===== src/rtl/ret_addr_stack.sv =====
module ret_addr_stack #(
  parameter int AW           = 32,
  parameter int DEPTH        = 4,
  parameter int INST_BYTES   = 4,
  parameter bit WRAP_ON_FULL = 1'b1
) (
  input  logic          clk,
  input  logic          rst_n,
  input  logic          call_i,
  input  logic [AW-1:0] call_pc_i,
  input  logic          ret_i,
  output logic [AW-1:0] pred_addr_o,
  output logic          pred_valid_o
);

  localparam int PW = (DEPTH > 1) ? $clog2(DEPTH) : 1;
  localparam int CW = $clog2(DEPTH + 1);
  localparam logic [PW-1:0] LAST = PW'(DEPTH - 1);

  logic [AW-1:0] slot [DEPTH];
  logic [PW-1:0] wr_ptr;
  logic [CW-1:0] fill;

  wire          full     = (fill == CW'(DEPTH));
  wire          empty    = (fill == '0);
  wire [AW-1:0] ret_addr = call_pc_i + AW'(INST_BYTES);
  wire [PW-1:0] nxt_ptr  = (wr_ptr == LAST) ? '0 : wr_ptr + 1'b1;
  wire [PW-1:0] top_ptr  = (wr_ptr == '0) ? LAST : wr_ptr - 1'b1;

  wire do_swap = call_i & ret_i & ~empty;
  wire do_push = call_i & ~do_swap & (~full | WRAP_ON_FULL);
  wire do_pop  = ret_i & ~call_i & ~empty;

  always_ff @(posedge clk) begin
    if (!rst_n) begin
      wr_ptr <= '0;
      fill   <= '0;
    end else if (do_push) begin
      wr_ptr <= nxt_ptr;
      if (!full) fill <= fill + 1'b1;
    end else if (do_pop) begin
      wr_ptr <= top_ptr;
      fill   <= fill - 1'b1;
    end
  end

  always_ff @(posedge clk) begin
    if (rst_n && do_push) slot[wr_ptr] <= ret_addr;
    else if (rst_n && do_swap) slot[top_ptr] <= ret_addr;
  end

  assign pred_addr_o  = slot[top_ptr];
  assign pred_valid_o = ~empty;


  push_lands_chk: assert property (@(posedge clk) disable iff (!rst_n)
    (call_i && !ret_i && !full) |=> (pred_valid_o && pred_addr_o == $past(ret_addr)));


  pop_shrinks_chk: assert property (@(posedge clk) disable iff (!rst_n)
    (ret_i && !call_i && !empty) |=> (fill == CW'($past(fill) - 1'b1)));


  empty_pop_chk: assert property (@(posedge clk) disable iff (!rst_n)
    (ret_i && !call_i && empty) |=> !pred_valid_o);


  swap_top_chk: assert property (@(posedge clk) disable iff (!rst_n)
    (call_i && ret_i && !empty) |=> (fill == $past(fill) && pred_addr_o == $past(ret_addr)));

  generate
    if (WRAP_ON_FULL) begin : g_wrap

      wrap_over_chk: assert property (@(posedge clk) disable iff (!rst_n)
        (call_i && !ret_i && full) |=> (full && pred_addr_o == $past(ret_addr)));
    end else begin : g_hold

      hold_full_chk: assert property (@(posedge clk) disable iff (!rst_n)
        (call_i && !ret_i && full) |=> (full && $stable(pred_addr_o)));
    end
  endgenerate

endmodule


===== config.mk =====
export PLATFORM = sky130hd
export DESIGN_NAME = ret_addr_stack
export DESIGN_NICKNAME = d
export VERILOG_FILES = /design/src/rtl/ret_addr_stack.sv
export SDC_FILE = /design/constraint.sdc
export NUM_CORES = 1
export LEC_CHECK = 0
export BUFFER_PORTS_ARGS = -buffer_cell sky130_fd_sc_hd__buf_2
export CORE_MARGIN = 8
export CORE_UTILIZATION = 30
export DETAILED_ROUTE_END_ITERATION = 8
export PLACE_DENSITY = 0.55
export SYNTH_ARGS = -nofsm -noshare
export SYNTH_HDL_FRONTEND = slang
export SYNTH_SLANG_ARGS = --single-unit

===== constraint.sdc =====
create_clock -name clk -period 5.2 [get_ports clk]
set_input_delay 0.52 -clock clk [delete_from_list [all_inputs] [get_ports clk]]
set_output_delay 0.52 -clock clk [all_outputs]
set_load 0.02 [all_outputs]

======== Word level (Yosys, flattened, before mapping) ========
Memories as Yosys holds them, arrays and structs flattened.
Cells that the tools add are included.
operators by class
  reductions and logical operators ........ 7
  add/sub/neg operators ................... 5
  magnitude comparators ................... 0
  muxes and demuxes ....................... 15
  multiply operators ...................... 0
  divide/modulo/power cells ............... 0
  eq/ne operators ......................... 3
  shift operators ......................... 0
  bitwise gates (word level) .............. 8
operator list
  operator               number
  $add 32x3->32 const B  1
  $mux 32                1
  $reduce_or 32->1       1
  $mux 2                 5
  $mux 3                 3
  $mux 1                 6
  $and 1x1->1            5
  $add 3x1->3 const B    1
  $eq 3x3->1 const B     1
  $logic_not 3->1        1
  $not 1->1              3
  $sub 3x1->3 const B    1
  $add 2x1->2 const B    1
  $eq 2x2->1 const B     1
  $logic_and 1x1->1      2
  $logic_not 2->1        1
  $ne 2x2->1 const B     1
  $reduce_and 2->1       1
  $reduce_bool 2->1      1
  $sub 2x1->2 const B    1
word-level totals
  latch bits .............................. 0
  ROM bits ................................ 0
  word-level logic and storage cells ...... 41
  bits of input ports ..................... 36
  memories ................................ 1
  output and inout bits ................... 33
  memory bits (writable) .................. 128
  register bits after elaboration ......... 5
memory list
  memory  words  bits a word  read ports  clocked after memory_dff  write ports  RTL line  text
  slot    4      32           1           0                         1            20        logic [AW-1:0] slot [DEPTH];

======== Depth between registers and ports, before layout ========
  word-level depth ........................ 10
  gate-level depth with buffers ........... 8
  depth with buffers taken out ............ 7

======== Worst setup path before layout ========
OpenSTA, ideal clock, no wires.
  kind .................................... register -> register
  start point ............................. register wr_ptr[0]
  end point ............................... memory slot[0][0], enable pin
  path buffers ............................ 3
  arrival time ............................ 3.226 ns
  clock period less this slack ............ 3.657 ns
  stages on the path, launching flop included .. 8
  required time ........................... 4.768 ns
  slack ................................... 1.543 ns
  library setup time ...................... 0.432 ns
  cells stage by stage .................... dfxtp_1 buf_2 inv_1 ha_1 clkbuf_1 clkbuf_1 nand3_1 a21oi_1
between the ends
  longest elaborated chain between the ends .. 3
RTL lines
  element                                                RTL line  text
  start: declaration                                     21        logic [PW-1:0] wr_ptr;
  start signal: assignment                               39        wr_ptr <= nxt_ptr;
  start signal: assignment                               42        wr_ptr <= top_ptr;
  $sub 2x1->2 / $logic_not 2->1 (equally long branches)  28        wire [PW-1:0] top_ptr = (wr_ptr == '0) ? LAST : wr_ptr - 1'b1;
  $mux 2                                                 28
  $mux 2 (no source line) (*)                            n/a
  end: declaration                                       20
Mark *: on every way between the ends. The rest lies on a longest branch, timed or not.

======== Final worst setup path ========
  start point ............................. register wr_ptr[1]
  end point ............................... output port pred_addr_o[31]
between the ends
  longest elaborated chain between the ends .. 3
RTL lines
  element                                                RTL line  text
  $sub 2x1->2 / $logic_not 2->1 (equally long branches)  28
  $mux 2 (*)                                             28
  $mem_v2 4x32 (*)                                       n/a
  end: declaration                                       12        output logic [AW-1:0] pred_addr_o,
Marked as above.

==> flow_summary.ini <==
[synthesis]
synth_fp_nets = 367
synth-edff-count = 128
ys_top_cells_by_area = edfxtp_1 67%, mux4_2 13%, xor2_1 2.8%, xnor2_1 2.0%, dfxtp_1 1.7%
yosysTopAreaCellShare_pct = 67.2
synth.distinct_cells = 42
syn_inst = 327
synth_seq_cells = 133
synth_area_per_cell_um2 = 17.5
synth_area_leader_cell = edfxtp_1
yosys_warnings = 0
synth-async-reset-ratio_pct = 0
yosysSeqAreaShare_pct = 68.9
synth_area_um2 = 5720
synth_flop_cell = edfxtp_1

[detailed_routing]
vias = 3185
drtPass1Iterations = 4
remaining_drc_errors = 0
drt-initial-drc-count = 235
vias_per_cell = 4.90
totalWireLength_um = 12400
wire_per_inst_um = 19.1
ant_nets = 0

[setup_path]
cp.required_ns = 4.68
crit_fanout = 23
crit_chain = inv_1, ha_1, buf_4, mux4_2, buf_2
crit_path_start_kind = flip-flop
cp_slowest_cell = ha_1
path_buf_inv = 3
worstSetupEndpointType = output port
max_stage_delay_ns = 0.98
cp_top_family = adder cells
cp_data_arrival_time_ns = 2.82
critPathKind = reg2out

[layout]
final_util_pct = 37.4
n_antenna_cell = 0
drive_gt1_share_pct = 35.6
syn2layout_area_growth_pct = 22.2
fin_nets = 443
fillers = 1736

[place]
dpl.hpwl_um = 8380
port-buffer-count = 68
place_congestion = 0.691

[global_routing]
grt.overflow.total = 0
top_usage_layer = met2
grt_pass1_wl_um = 19100
grt_use_total_pct = 10.8
grt_start_max_net_pins = 37
met1_usage_pct = 13.4
gr-usage-met3_pct = 3.25
gr-usage-met2_pct = 17.2
grt_antenna_before_repair = 0
grt_pass1_vias = 3315

[clock_network]
cts_max_level = 4
max-clock-path-buffers = 2
cts_hold_buf = 0
clkSinkCount = 133
cts_buffers = 17
clk_latency_ns = 0.42
cts_setup_buffers = 0
cts-root-buf = clkbuf_16
clk_pin_slew_ns = 0.06
cts_tree = built
post_cts_resized = 0

[die]
rows = 50
die_h_um = 154
start_util_pct = 30.6
core_um2 = 18700
die_area_um2 = 23700
die_w_um = 154
ios = 69

[power]
powerDensity_nw_per_um2 = 511
vdd_drop_max_v = 0.000252
p_leak_nw = 2.36

[sta]
max_freq_mhz = 300
finalSetupTns_ns = 0
worst_pin_slew_ns = 1.05
post-route-period-util_pct = 64.2
finalSetupViolations = 0
rsz0062_at_grt = no
period_needed_ns = 3.34
hold_viol = 0
maxSlewViolCount = 0
max_slew_margin_pct = 30.2
fin_skew_ns = 0.00677

[run_status]
status = complete, no violations

[hold_path]
hp-class = in2reg

[flow_run]
drv_cap = 0
==> final timing paths <==
kind / startpoint / end / slack [ns] / cells after the start
hold reg to reg: wr_ptr[1]$_SDFFE_PN0P_ / wr_ptr[1]$_SDFFE_PN0P_ / 0.63 / 2
setup / recovery: wr_ptr[1]$_SDFFE_PN0P_ / pred_addr_o[31] / 1.86 / 5
setup reg to reg: wr_ptr[1]$_SDFFE_PN0P_ / slot[0][2]$_DFFE_PP_ / 2.20 / 6
hold / removal: call_pc_i[0] / slot[1][0]$_DFFE_PP_ / 0.32 / 1
==> worst register-to-register path: stages (launching register included) <==
cell and delay [ns]:
dfxtp_1 0.43, inv_1 0.08, ha_1 0.98, buf_4 0.40, nand3_1 0.16, a21oi_4 0.13
buf_4 0.42
==> logic make-up (layout without fill, tap and decap cells) <==
group / after synthesis / count (layout) / synth area share [%]
buffers and inverters: 26 / 115 / 1.95
and+or+nand+nor: 82 / 82 / 8.40
xor gates and xnor gates: 31 / 31 / 4.75
muxes: 32 / 32 / 12.6
adders and majority gates: 4 / 4 / 0.875
AOI/OAI and AO/OA: 19 / 19 / 2.51
DFF: 133 / 133 / 68.9
==> placed cells by master (no fill, tap or decap), types with 2 or more instances in the layout <==
cell and n:
and4_1 3, buf_2 68, nand3b_1 2, nor2b_1 2, ha_1 4, nand2_1 14, o31ai_1 3, xnor2_1 13
nor3_1 4, nand4_1 8, a21oi_1 2, and2_1 4, nand3_1 12, clkinv_4 3, clkbuf_16 17, dfxtp_1 4
nor4_1 3, clkinv_1 2, nor2_4 3, buf_4 6, clkinv_2 4, edfxtp_1 128, nand2b_1 2, nor2_1 13
a32oi_1 3, o21ai_0 3, bufinv_16 5, inv_1 9, nor3_2 3, xor2_1 18, mux4_2 32, nor4_4 2
==> power by group <==
part | switching [mW] | internal (mW) | leakage (nW) | total, mW
clock | 0.435 | 0.844 | 0.311 | 1.28
combinational | 0.580 | 0.369 | 0.849 | 0.949
sequential | 0.0462 | 1.30 | 1.20 | 1.35
total | 1.06 | 2.51 | 2.36 | 3.57
==> sequential cells by signal, indices dropped and copies added (netlist names) <==
signal	flops
fill	3
wr_ptr	2
slot	128
==> cell type report <==
| type | count | area [µm²] | share of cell area [%] |
|---|---|---|---|
| sequential | 133 | 3950 | 56.4 |
| multi-input combinational | 168 | 1700 | 24.3 |
| clock buffer | 17 | 425 | 6.08 |
| timing repair buffer | 74 | 385 | 5.51 |
| tap | 234 | 293 | 4.19 |
| clock inverter | 15 | 211 | 3.02 |
| inverter | 9 | 33.8 | 0.483 |
==> per-layer routing <==
| metal | part of all wire [%] | up-vias |
|---|---|---|
| met5 | 0 | - |
| li1 | - | 1465 |
| met3 | 5.3 | 17 |
| met2 | 47 | 86 |
| met1 | 46 | 1617 |
| met4 | 1.6 | 0 |
==> synthesized netlist by cell type, types with 4 or more instances <==
cell / number
mux4_2: 32
and2_1: 4
xnor2_1: 13
nor3_1: 4
ha_1: 4
xor2_1: 18
nor2_1: 16
clkbuf_1: 10
buf_2: 5
inv_1: 9
nand2_1: 14
dfxtp_1: 5
edfxtp_1: 128
nand3_1: 12
nand4_1: 8
==> stage by stage <==
stage	setup WS (ns)	hold WS [ns]	area (µm²)	total power, mW	std cells
finish	1.86	0.318	6990	3.57	650
global route	1.66	0.315	6990	3.74	650
CTS	1.82	0.294	6990	3.63	650
detailed placement	2.17	0.596	6360	2.34	618
global placement	2.21	0.560	6360	2.33	618
floorplan	1.54	0.529	5720	2.01	327
Note: power is estimated with default switching activity, not from simulation.
